**src/rtl/sdram_seq_pkg.sv**
```systemverilog
package sdram_seq_pkg;

  // {csN, rasN, casN, weN}
  typedef enum logic [3:0] {
    CMD_NOP = 4'b0111,
    CMD_ACT = 4'b0011,
    CMD_RD  = 4'b0101,
    CMD_WR  = 4'b0100,
    CMD_PRE = 4'b0010
  } memCmd_e;

  // strobes from control to datapath; all describe the next cycle
  typedef struct packed {
    logic    loadReq;
    logic    ckeNext;
    memCmd_e cmdNext;
    logic    useCol;
    logic    driveDq;
    logic    capture;
    logic    doneNext;
  } seqStrobe_t;

endpackage

```
**src/rtl/sdram_seq_ctrl.sv**
```systemverilog
module sdram_seq_ctrl
  import sdram_seq_pkg::*;
#(
  parameter int ACT_GAP = 2,
  parameter int CAS_LAT = 2
) (
  input  logic       clk,
  input  logic       rstN,
  input  logic       reqValid,
  input  logic       reqWrite,
  output logic       busy,
  output seqStrobe_t strb
);

  localparam int CNT_MAX = (ACT_GAP > CAS_LAT) ? ACT_GAP : CAS_LAT;
  localparam int CNT_W   = (CNT_MAX < 2) ? 1 : $clog2(CNT_MAX + 1);

  typedef enum logic [2:0] {
    S_IDLE, S_OPEN, S_ACTV, S_GAP, S_CMD, S_TAIL, S_RDWAIT
  } seqState_e;

  seqState_e        state, stateNext;
  logic [CNT_W-1:0] cnt, cntNext;
  logic             isRd, isRdNext;

  always_comb begin
    stateNext = state;
    cntNext   = cnt;
    isRdNext  = isRd;
    unique case (state)
      S_IDLE: if (reqValid) begin
        stateNext = S_OPEN;
        isRdNext  = !reqWrite;
      end
      S_OPEN: stateNext = S_ACTV;
      S_ACTV: begin
        if (ACT_GAP > 0) begin
          stateNext = S_GAP;
          cntNext   = CNT_W'(ACT_GAP - 1);
        end else begin
          stateNext = S_CMD;
        end
      end
      S_GAP: begin
        if (cnt == '0) stateNext = S_CMD;
        else           cntNext   = cnt - 1'b1;
      end
      S_CMD: stateNext = S_TAIL;
      S_TAIL: begin
        if (!isRd || CAS_LAT <= 1) begin
          stateNext = S_IDLE;
        end else begin
          stateNext = S_RDWAIT;
          cntNext   = CNT_W'(CAS_LAT - 2);
        end
      end
      S_RDWAIT: begin
        if (cnt == '0) stateNext = S_IDLE;
        else           cntNext   = cnt - 1'b1;
      end
      default: stateNext = S_IDLE;
    endcase
  end

  always_ff @(posedge clk or negedge rstN) begin
    if (!rstN) begin
      state <= S_IDLE;
      cnt   <= '0;
      isRd  <= 1'b0;
    end else begin
      state <= stateNext;
      cnt   <= cntNext;
      isRd  <= isRdNext;
    end
  end

  logic finishing;
  assign finishing = (state != S_IDLE) && (stateNext == S_IDLE);

  always_comb begin
    strb.loadReq  = (state == S_IDLE) && reqValid;
    strb.ckeNext  = (stateNext != S_IDLE);
    strb.useCol   = (stateNext == S_CMD);
    strb.driveDq  = (stateNext == S_CMD) && !isRdNext;
    strb.capture  = finishing && isRd;
    strb.doneNext = finishing;
    unique case (stateNext)
      S_ACTV:  strb.cmdNext = CMD_ACT;
      S_CMD:   strb.cmdNext = isRdNext ? CMD_RD : CMD_WR;
      default: strb.cmdNext = CMD_NOP;
    endcase
  end

  assign busy = (state != S_IDLE);

  // direction may not change once a frame has begun
  p_dir_held_r11: assert property (@(posedge clk) disable iff (!rstN)
    (state != S_IDLE && $past(state) != S_IDLE) |-> $stable(isRd));

  // a frame always starts with the opening NOP state
  p_open_first_r3: assert property (@(posedge clk) disable iff (!rstN)
    ($past(state) == S_IDLE && state != S_IDLE) |-> state == S_OPEN);

endmodule

```
**src/rtl/sdram_seq_dpath.sv**
```systemverilog
module sdram_seq_dpath
  import sdram_seq_pkg::*;
#(
  parameter int DATA_W = 16,
  parameter int ADDR_W = 12,
  parameter int BANK_W = 2
) (
  input  logic              clk,
  input  logic              rstN,
  input  seqStrobe_t        strb,
  input  logic [BANK_W-1:0] reqBank,
  input  logic [ADDR_W-1:0] reqRow,
  input  logic [ADDR_W-1:0] reqCol,
  input  logic [DATA_W-1:0] reqWdata,
  output logic              rspDone,
  output logic [DATA_W-1:0] rspData,
  output logic              memCke,
  output logic              memCsN,
  output logic              memRasN,
  output logic              memCasN,
  output logic              memWeN,
  output logic [BANK_W-1:0] memBank,
  output logic [ADDR_W-1:0] memAddr,
  output logic [DATA_W-1:0] memDqOut,
  output logic              memDqOe,
  input  logic [DATA_W-1:0] memDqIn
);

  logic [ADDR_W-1:0] rowQ, colQ;
  logic [DATA_W-1:0] wdataQ;
  logic [3:0]        cmdQ;

  always_ff @(posedge clk or negedge rstN) begin
    if (!rstN) begin
      rowQ   <= '0;
      colQ   <= '0;
      wdataQ <= '0;
    end else if (strb.loadReq) begin
      rowQ   <= reqRow;
      colQ   <= reqCol;
      wdataQ <= reqWdata;
    end
  end

  always_ff @(posedge clk or negedge rstN) begin
    if (!rstN) begin
      memCke   <= 1'b0;
      cmdQ     <= CMD_NOP;
      memBank  <= '0;
      memAddr  <= '0;
      memDqOut <= '0;
      memDqOe  <= 1'b0;
      rspData  <= '0;
      rspDone  <= 1'b0;
    end else begin
      memCke  <= strb.ckeNext;
      cmdQ    <= strb.cmdNext;
      memDqOe <= strb.driveDq;
      rspDone <= strb.doneNext;
      if (strb.loadReq)              memBank  <= reqBank;
      if (strb.cmdNext == CMD_ACT)   memAddr  <= rowQ;
      else if (strb.useCol)          memAddr  <= colQ;
      if (strb.driveDq)              memDqOut <= wdataQ;
      if (strb.capture)              rspData  <= memDqIn;
    end
  end

  assign {memCsN, memRasN, memCasN, memWeN} = cmdQ;

  p_oe_one_cycle_r6: assert property (@(posedge clk) disable iff (!rstN)
    memDqOe |=> !memDqOe);

  p_done_pulse_r10: assert property (@(posedge clk) disable iff (!rstN)
    rspDone |=> !rspDone);

  p_cmd_needs_cke_r3: assert property (@(posedge clk) disable iff (!rstN)
    (cmdQ != CMD_NOP) |-> memCke);

  p_cke_drop_with_done_r7: assert property (@(posedge clk) disable iff (!rstN)
    $fell(memCke) |-> rspDone);

  p_bank_held_r11: assert property (@(posedge clk) disable iff (!rstN)
    (memCke && $past(memCke)) |-> $stable(memBank));

endmodule

```
**src/rtl/sdram_single_seq.sv**
```systemverilog
module sdram_single_seq
  import sdram_seq_pkg::*;
#(
  parameter int DATA_W  = 16,
  parameter int ADDR_W  = 12,
  parameter int BANK_W  = 2,
  parameter int CLK_MHZ = 100,
  parameter int TRCD_NS = 20,
  parameter int ACT_GAP = (TRCD_NS * CLK_MHZ) / 1000,
  parameter int CAS_LAT = 2
) (
  input  logic              clk,
  input  logic              rstN,
  input  logic              reqValid,
  input  logic              reqWrite,
  input  logic [BANK_W-1:0] reqBank,
  input  logic [ADDR_W-1:0] reqRow,
  input  logic [ADDR_W-1:0] reqCol,
  input  logic [DATA_W-1:0] reqWdata,
  output logic              busy,
  output logic              rspDone,
  output logic [DATA_W-1:0] rspData,
  output logic              memCke,
  output logic              memCsN,
  output logic              memRasN,
  output logic              memCasN,
  output logic              memWeN,
  output logic [BANK_W-1:0] memBank,
  output logic [ADDR_W-1:0] memAddr,
  output logic [DATA_W-1:0] memDqOut,
  output logic              memDqOe,
  input  logic [DATA_W-1:0] memDqIn
);

  seqStrobe_t strb;

  sdram_seq_ctrl #(
    .ACT_GAP (ACT_GAP),
    .CAS_LAT (CAS_LAT)
  ) u_ctrl (
    .clk      (clk),
    .rstN     (rstN),
    .reqValid (reqValid),
    .reqWrite (reqWrite),
    .busy     (busy),
    .strb     (strb)
  );

  sdram_seq_dpath #(
    .DATA_W (DATA_W),
    .ADDR_W (ADDR_W),
    .BANK_W (BANK_W)
  ) u_dpath (
    .clk      (clk),
    .rstN     (rstN),
    .strb     (strb),
    .reqBank  (reqBank),
    .reqRow   (reqRow),
    .reqCol   (reqCol),
    .reqWdata (reqWdata),
    .rspDone  (rspDone),
    .rspData  (rspData),
    .memCke   (memCke),
    .memCsN   (memCsN),
    .memRasN  (memRasN),
    .memCasN  (memCasN),
    .memWeN   (memWeN),
    .memBank  (memBank),
    .memAddr  (memAddr),
    .memDqOut (memDqOut),
    .memDqOe  (memDqOe),
    .memDqIn  (memDqIn)
  );

endmodule

```
**config.mk**
```make
export PLATFORM = sky130hd
export DESIGN_NAME = sdram_single_seq
export DESIGN_NICKNAME = d
export VERILOG_FILES = /design/src/rtl/sdram_seq_pkg.sv /design/src/rtl/sdram_seq_ctrl.sv /design/src/rtl/sdram_seq_dpath.sv /design/src/rtl/sdram_single_seq.sv
export SDC_FILE = /design/constraint.sdc
export NUM_CORES = 1
export LEC_CHECK = 0
export BUFFER_PORTS_ARGS = -buffer_cell sky130_fd_sc_hd__buf_4
export CAP_MARGIN = 15
export CELL_PAD_IN_SITES_DETAIL_PLACEMENT = 1
export CELL_PAD_IN_SITES_GLOBAL_PLACEMENT = 1
export CORE_ASPECT_RATIO = 1.2
export CORE_MARGIN = 10
export CORE_UTILIZATION = 41
export DETAILED_ROUTE_END_ITERATION = 12
export GPL_ROUTABILITY_DRIVEN = 0
export PLACE_DENSITY_LB_ADDON = 0.1
export SLEW_MARGIN = 10
export SYNTH_ARGS = -nofsm -noshare
export SYNTH_HDL_FRONTEND = slang
export SYNTH_SLANG_ARGS = --single-unit
```
**constraint.sdc**
```tcl
create_clock -name clk -period 2.31 [get_ports clk]
set_input_delay 0.1155 -clock clk [delete_from_list [all_inputs] [get_ports clk]]
set_output_delay 0.1155 -clock clk [all_outputs]
set_load 0.02 [all_outputs]
```
== Word level (Yosys, flattened, before mapping) ==
Index checks and enable logic that the tools add are counted.
Widths: inputs -> output; s select.

* Register bits: 99
* Input port bits: 62

* Eq/ne operators: 11
* Reduce and logical (&&, ||, !) cells: 15
* Mux-type cells: 14
* Add/subtract/negate cells: 1

{| class="wikitable"
|+ Operators with widths
! kind !! number
|-
| $mux 12 || 2
|-
| $pmux 3 s7 || 1
|-
| $eq 3x3->1 const B || 4
|-
| $mux 3 || 4
|-
| $eq 3x2->1 const B || 3
|-
| $reduce_bool 3->1 || 3
|-
| $pmux 4 s2 || 1
|-
| $logic_not 3->1 || 2
|-
| $pmux 2 s3 || 1
|-
| $eq 4x2->1 const B || 1
|-
| $logic_and 1x1->1 || 4
|-
| $mux 2 || 2
|-
| $eq 3x1->1 const B || 1
|-
| $mux 1 || 3
|-
| $reduce_and 3->1 || 1
|-
| $logic_not 1->1 || 2
|-
| $logic_not 2->1 || 1
|-
| $ne 2x1->1 const B || 1
|-
| $ne 2x2->1 const B || 1
|-
| $reduce_bool 2->1 || 1
|-
| $reduce_or 2->1 || 1
|-
| $sub 2x1->2 const B || 1
|}

== Depth between registers and ports, before layout ==
* Word-level depth: 7
* Gate-level depth with buffers: 8

== Cells and area by module ==
A second synthesis with hierarchy kept.

* Cell total of the unflattened synthesis: 258
* Area, all modules: 4046.4 µm²

{| class="wikitable"
|+ Modules (own cells, without submodules)
! module !! area each (µm²) !! cells each !! times used
|-
| sdram_seq_dpath || 3588.4 || 203 || 1
|-
| sdram_seq_ctrl || 457.9 || 55 || 1
|}

== Worst setup path before layout ==
No wires, ideal clock.

* Path kind: flip-flop to flip-flop
* Start point: reg u_ctrl.state[1]
* End point: reg u_dpath.memAddr[10]
* Cell stages (with the launch flop): 6
* Period minus slack after synthesis: 1.779 ns
* Buffers on the path: 2
* Required time: 2.185 ns
* Data arrival time: 1.655 ns
* Setup slack: 0.531 ns
* Cell sequence: dfrtp_1 buf_2 nor3b_2 buf_2 mux2_2 mux2_2

* Cells in the longest elaborated chain, start to end: 6
* Elaborated cells on any way between the ends: 19
* Those cells by class: eq/ne: 9; mux: 8; reduce/logical: 2

{| class="wikitable"
|+ RTL lines
! element !! line !! RTL
|-
| start: declaration || sdram_seq_ctrl.sv:22 || <nowiki>seqState_e state, stateNext;</nowiki>
|-
| start signal: assignment || sdram_seq_ctrl.sv:71 || <nowiki>state <= stateNext;</nowiki>
|-
| $eq 3x3->1 (tied with other cells) || sdram_seq_ctrl.sv:30 || <nowiki>unique case (state)</nowiki>
|-
| $pmux 3 s7 / $mux 1 (equally long branches) || sdram_seq_ctrl.sv:30 ||
|-
| $eq 3x3->1 (tied with other cells) || sdram_seq_ctrl.sv:83, sdram_seq_ctrl.sv:87 ||
|-
| $pmux 4 s2 || sdram_seq_ctrl.sv:87 || <nowiki>unique case (stateNext)</nowiki>
|-
| $eq 4x2->1 || sdram_seq_dpath.sv:61 || <nowiki>if (strb.cmdNext == CMD_ACT) memAddr <= rowQ;</nowiki>
|-
| $mux 12 / $reduce_bool 2->1 (equally long branches) || n/a ||
|-
| end signal: assignment || sdram_seq_dpath.sv:61 ||
|-
| end signal: assignment || sdram_seq_dpath.sv:62 || <nowiki>else if (strb.useCol) memAddr <= colQ;</nowiki>
|-
| end: declaration || sdram_seq_dpath.sv:23 || <nowiki>output logic [ADDR_W-1:0] memAddr,</nowiki>
|}

Parallel ways exist; a longest one is shown, timed or not.
A chain may end at the register's enable or synchronous reset.

== Worst setup path in the final report ==
* Start point: reg u_ctrl.cnt[0]
* End point: reg u_dpath.rspData[0]

* Cells in the longest elaborated chain, start to end: 6
* Elaborated cells on any way between the ends: 7
* Those cells by class: mux: 3; reduce/logical: 4

{| class="wikitable"
|+ RTL lines
! element !! line !! RTL
|-
| start: declaration || sdram_seq_ctrl.sv:23 || <nowiki>logic [CNT_W-1:0] cnt, cntNext;</nowiki>
|-
| start signal: assignment || sdram_seq_ctrl.sv:72 || <nowiki>cnt <= cntNext;</nowiki>
|-
| $logic_not 2->1 (*) || sdram_seq_ctrl.sv:45, sdram_seq_ctrl.sv:58 ||
|-
| $mux 3 (on tied branches) || sdram_seq_ctrl.sv:58, sdram_seq_ctrl.sv:45 ||
|-
| $pmux 3 s7 (*) || sdram_seq_ctrl.sv:30 ||
|-
| $logic_not 3->1 (*) || sdram_seq_ctrl.sv:78 || <nowiki>assign finishing = (state != S_IDLE) && (stateNext == S_IDLE);</nowiki>
|-
| $logic_and 1x1->1 (*) || sdram_seq_ctrl.sv:78 ||
|-
| $logic_and 1x1->1 (*) || sdram_seq_ctrl.sv:85 || <nowiki>strb.capture = finishing && isRd;</nowiki>
|-
| end signal: assignment || sdram_seq_dpath.sv:64 || <nowiki>if (strb.capture) rspData <= memDqIn;</nowiki>
|-
| end: declaration || sdram_seq_dpath.sv:16 || <nowiki>output logic [DATA_W-1:0] rspData,</nowiki>
|}

Mark *: on every way between the ends. The rest lies on a longest branch, timed or not.

==> flow_results.org <==
** STA
- Period utilisation layout :: between 80 and 90%
- Final worst clock skew :: ~0.0077 ns
- The final hold violation count came to 0.
- Sum of negative setup slack :: 0 ns
- Timing would allow up to 541 MHz.
- Fin. max-slew vios :: 0
- Shortest clock period the worst path allows after layout :: 1.85 ns
- Setup repair after global routing left no endpoint under its margin.
- Final setup violating endpoints :: 0
- Actual slew at the worst max-slew pin :: between 0.7 and 0.8 ns
- The worst pin sits at a relative slew slack of ~51%.

** Setup path
- Worst path required time :: between 2 and 3 ns
- Critical-path top delay cell :: sky130_fd_sc_hd__dfrtp_1
- Data arrival time at the worst-slack endpoint :: 2.06 ns
- Element type at the critical path end :: flop
- Startpoint kind of the worst setup timing path :: flop
- Of all nets on the critical path, the largest fanout is 16.
- Worst path max stage delay :: between 0.3 and 0.4 ns
- The number of buffers and inverters on the critical path is 2.
- Worst-path cell chain :: inv_1 -> ha_1 -> o21ai_0 -> or3_1 -> buf_4 -> mux2_4
- In this design, the largest share of critical-path delay is due to flip-flops.
- The worst setup path is of the reg -> reg kind.

** Clock network
- The clock drives between 90 and 100 sinks.
- The H-tree was split into 3 levels.
- TritonCTS built the clock tree.
- Root buffer cell :: sky130_fd_sc_hd__clkbuf_16
- After clock tree synthesis, the clock-pin slew on the worst setup and hold paths is 0.07 ns.
- Buffers added to address setup during post-CTS repair amount to 0.
- The longest clock path from root to sink contains 2 buffers.
- Cells resized by post-CTS repair :: 0
- Clock latency on the worst-skew pair, taken at its later pin, is roughly 0.34 ns.
- Total CTS buffers :: 9

** Drt
- The detailed router finished its first iteration with between 100 and 150 violations.
- Number of iterations in the first detailed-routing pass :: 4
- In the final routed layout, each cell accounts on average for approximately 18 µm.
- Post-route DRC :: 0
- Dividing the detail-routed via count by the number of cells gives around 5.0.
- Wires add up to 10400 µm.
- Antenna-violating nets left :: 0
- The routed layout has 2820 vias.

** Power
- Summed over all cells, the static leakage comes to roughly 2.6 nW.
- The internal power of the cells totals 5.31 mW.
- Proportion of power drawn by flip-flops and latches :: between 30% and 40%
- The analysis attributes to net switching a power of 2.84 mW.
- The share of total power dissipated in combinational logic is ~43%.
- Dividing total power by cell area gives a power density of 1470 mW/mm².
- Net switching is 34.8% of the power.
- Clock share of power :: a little under a fifth
- IR Drop Worst-Case VDD :: between 0.6 and 0.7 mV

** Synth
- Number of warnings reported in the yosys synthesis log :: 0
- By count the netlist is led by 95 x sky130_fd_sc_hd__dfrtp_1, 69 x sky130_fd_sc_hd__mux2_2, 22 x sky130_fd_sc_hd__o21ai_0.
- In the synthesized netlist the async set-or-reset flop fraction comes to 100%.
- Top-count cell post-synth :: sky130_fd_sc_hd__dfrtp_1
- In the synthesized netlist the dominant register cell turns out to be sky130_fd_sc_hd__dfrtp_1.
- Synth Net Count :: about 370
- Yosys attributes the largest share of cell area to sky130_fd_sc_hd__dfrtp_1 57%, sky130_fd_sc_hd__mux2_2 19%, sky130_fd_sc_hd__mux2_4 3.6%.
- Each instance of the synthesized netlist takes up on average roughly 14 µm².
- Yosys mapped a number of flops with a built-in enable equal to 0.
- In this run, distinct cell masters in the synthesized netlist total 37.
- Synthesized flop and latch total :: 98
- Part of the Yosys area used for sequential elements :: 59.4%
- Post-Syn Area :: between 0.004 and 0.005 mm²
- The synthesized design spends more area on one cell type than any other, namely sky130_fd_sc_hd__dfrtp_1.
- In the synthesized netlist, the number of instances is slightly above 300.
- Top cell type's share of synthesized area :: a little under three fifths

** Cells and area
- Of the cells placed in the final design, the portion with a size suffix greater than 1 is a little over half.
- Relative to the synthesized area, the layout overhead comes to 34.0%.
- The number of antenna diodes in the final layout is 0.
- At the end of the flow the core is filled with cells to a little under three fifths.
- The net count of the finished layout is approximately 490.

** Floorplanning
- After floorplanning, the core was divided into 40 placement rows.
- The die covers 0.0145 mm².
- In this run the vertical extent of the chip is approximately 130 µm.
- about 120 I/O pins were placed.
- For this configuration, the core starts out at a cell density of 41.5%.
- Floorplan core area :: around 0.010 mm²
- The die is approximately 110 µm wide.

** GRT
- The first global-routing pass estimated 16700 µm of wire.
- Largest net degree at the start of global routing :: 58
- The initial antenna violation count came to 0.
- Global routing used around 14% of the available tracks.
- The via count of the first global-routing pass is approximately 3200.
- Residual overflow from global routing :: 0

** Placed design
- After legalization and detailed placement, the total HPWL measured 7310 µm.
- Buffers placed on the I/O ports in this run total between 100 and 150.

** Run status
- The run finished with clean final reports.

** Worst hold path
- Type of the tightest min-delay check :: in -> reg

** Job
- The tool flagged a number of max-cap violations equal to 0.
[final timing paths]
path	startpoint	endpoint	slack [ns]	cells past startpoint
min in group asynchronous	rstN	u_dpath.wdataQ[5]	0.41	2
setup / recovery	u_ctrl.cnt[0]	u_dpath.rspData[0]	0.46	6
hold reg to reg	u_dpath.rowQ[2]	u_dpath.rowQ[2]	0.50	1
hold / removal	reqWdata[2]	u_dpath.wdataQ[2]	0.008	2
setup reg to reg	u_ctrl.cnt[0]	u_dpath.rspData[0]	0.46	6
max in group asynchronous	rstN	u_dpath.cmdQ[1]	1.12	3
[layout by cell type (no fill, tap or decap), types with 2 or more instances in the layout]
| cell type | count |
|---|---|
| sky130_fd_sc_hd__a21oi_1 | 2 |
| sky130_fd_sc_hd__a22oi_1 | 2 |
| sky130_fd_sc_hd__a31oi_1 | 16 |
| sky130_fd_sc_hd__and2_1 | 17 |
| sky130_fd_sc_hd__buf_4 | 126 |
| sky130_fd_sc_hd__clkbuf_16 | 9 |
| sky130_fd_sc_hd__clkbuf_8 | 2 |
| sky130_fd_sc_hd__clkinv_2 | 3 |
| sky130_fd_sc_hd__dfrtp_1 | 95 |
| sky130_fd_sc_hd__dfstp_2 | 3 |
| sky130_fd_sc_hd__dlygate4sd3_1 | 8 |
| sky130_fd_sc_hd__inv_1 | 6 |
| sky130_fd_sc_hd__maj3_1 | 2 |
| sky130_fd_sc_hd__mux2_2 | 69 |
| sky130_fd_sc_hd__mux2_4 | 10 |
| sky130_fd_sc_hd__mux2i_1 | 2 |
| sky130_fd_sc_hd__nand2_1 | 16 |
| sky130_fd_sc_hd__nor2b_1 | 2 |
| sky130_fd_sc_hd__o21ai_0 | 22 |
| sky130_fd_sc_hd__or2_2 | 2 |
| sky130_fd_sc_hd__or3_1 | 2 |
[cells by family after synthesis]
kind of cell / share of synthesized area, %
AO/OA/AOI/OAI: 6.45
other: 0.0907
buffers and inverters: 3.36
XOR/XNOR: 0.212
adder cells (fa/ha/maj): 0.787
multiplexers: 23.2
AND/OR/NAND/NOR: 6.54
flip-flops: 59.4
[cell type report]
type | instances | area [µm²]
Inverter | 8 | 30.0
Tap cell | 126 | 158
Timing Repair Buffer | 135 | 1050
Sequential cell | 98 | 2460
Fill cell | 1039 | 4420
Clock buffer | 11 | 253
Clock inverter | 5 | 52.6
Multi-Input combinational cell | 179 | 1550
[metal layers]
layer / wire length, µm / vias to the layer above / GRT usage (%)
met1: 4490 / 1420 / 17.0
met3: 571 / 10 / 3.90
met5: 0 / - / 0
met2: 5160 / 74 / 23.6
met4: 138 / 0 / 5.37
li1: - / 1316 / -
[through the flow]
step | instance area [µm²] | cells | power, mW | hold slack [ns] | setup WS (ns)
global route | 5540 | 562 | 8.75 | 0.00130 | 0.342
CTS | 5540 | 562 | 8.30 | 0.000531 | 0.462
global placement | 5150 | 538 | 6.59 | 0.223 | 0.528
floorplan | 4140 | 306 | 5.34 | -0.180 | 0.531
detailed placement | 5150 | 538 | 6.74 | 0.229 | 0.459
finish | 5540 | 562 | 8.15 | 0.00812 | 0.462
[repair_timing]
action | CTS | global route
hold buffers | 8 | 0
endpoints found under the setup margin | 0 | 0
hold endpoints to repair | 58 | 0
[state kept, by name, indices dropped and copies added (netlist names)]
name	count
u_dpath.rowQ	12
u_dpath.memBank	2
u_dpath.memAddr	12
u_dpath.colQ	12
u_dpath.wdataQ	16
u_ctrl.isRd	1
u_ctrl.cnt	2
u_dpath.cmdQ	3
u_ctrl.state	3
u_dpath.memCke	1
u_dpath.memDqOe	1
u_dpath.memDqOut	16
u_dpath.rspDone	1
u_dpath.rspData	16
[power by group through the flow]
stage / sequential, mW / clock [mW] / combinational, mW
after floorplan: 3.51 / 0 / 1.83
after global placement: 3.13 / 0 / 3.46
after detailed placement: 3.17 / 0 / 3.57
after CTS: 3.14 / 1.56 / 3.60
after global routing: 3.26 / 1.63 / 3.86
final: 3.13 / 1.51 / 3.52
Power figures use the tool's default switching activity.
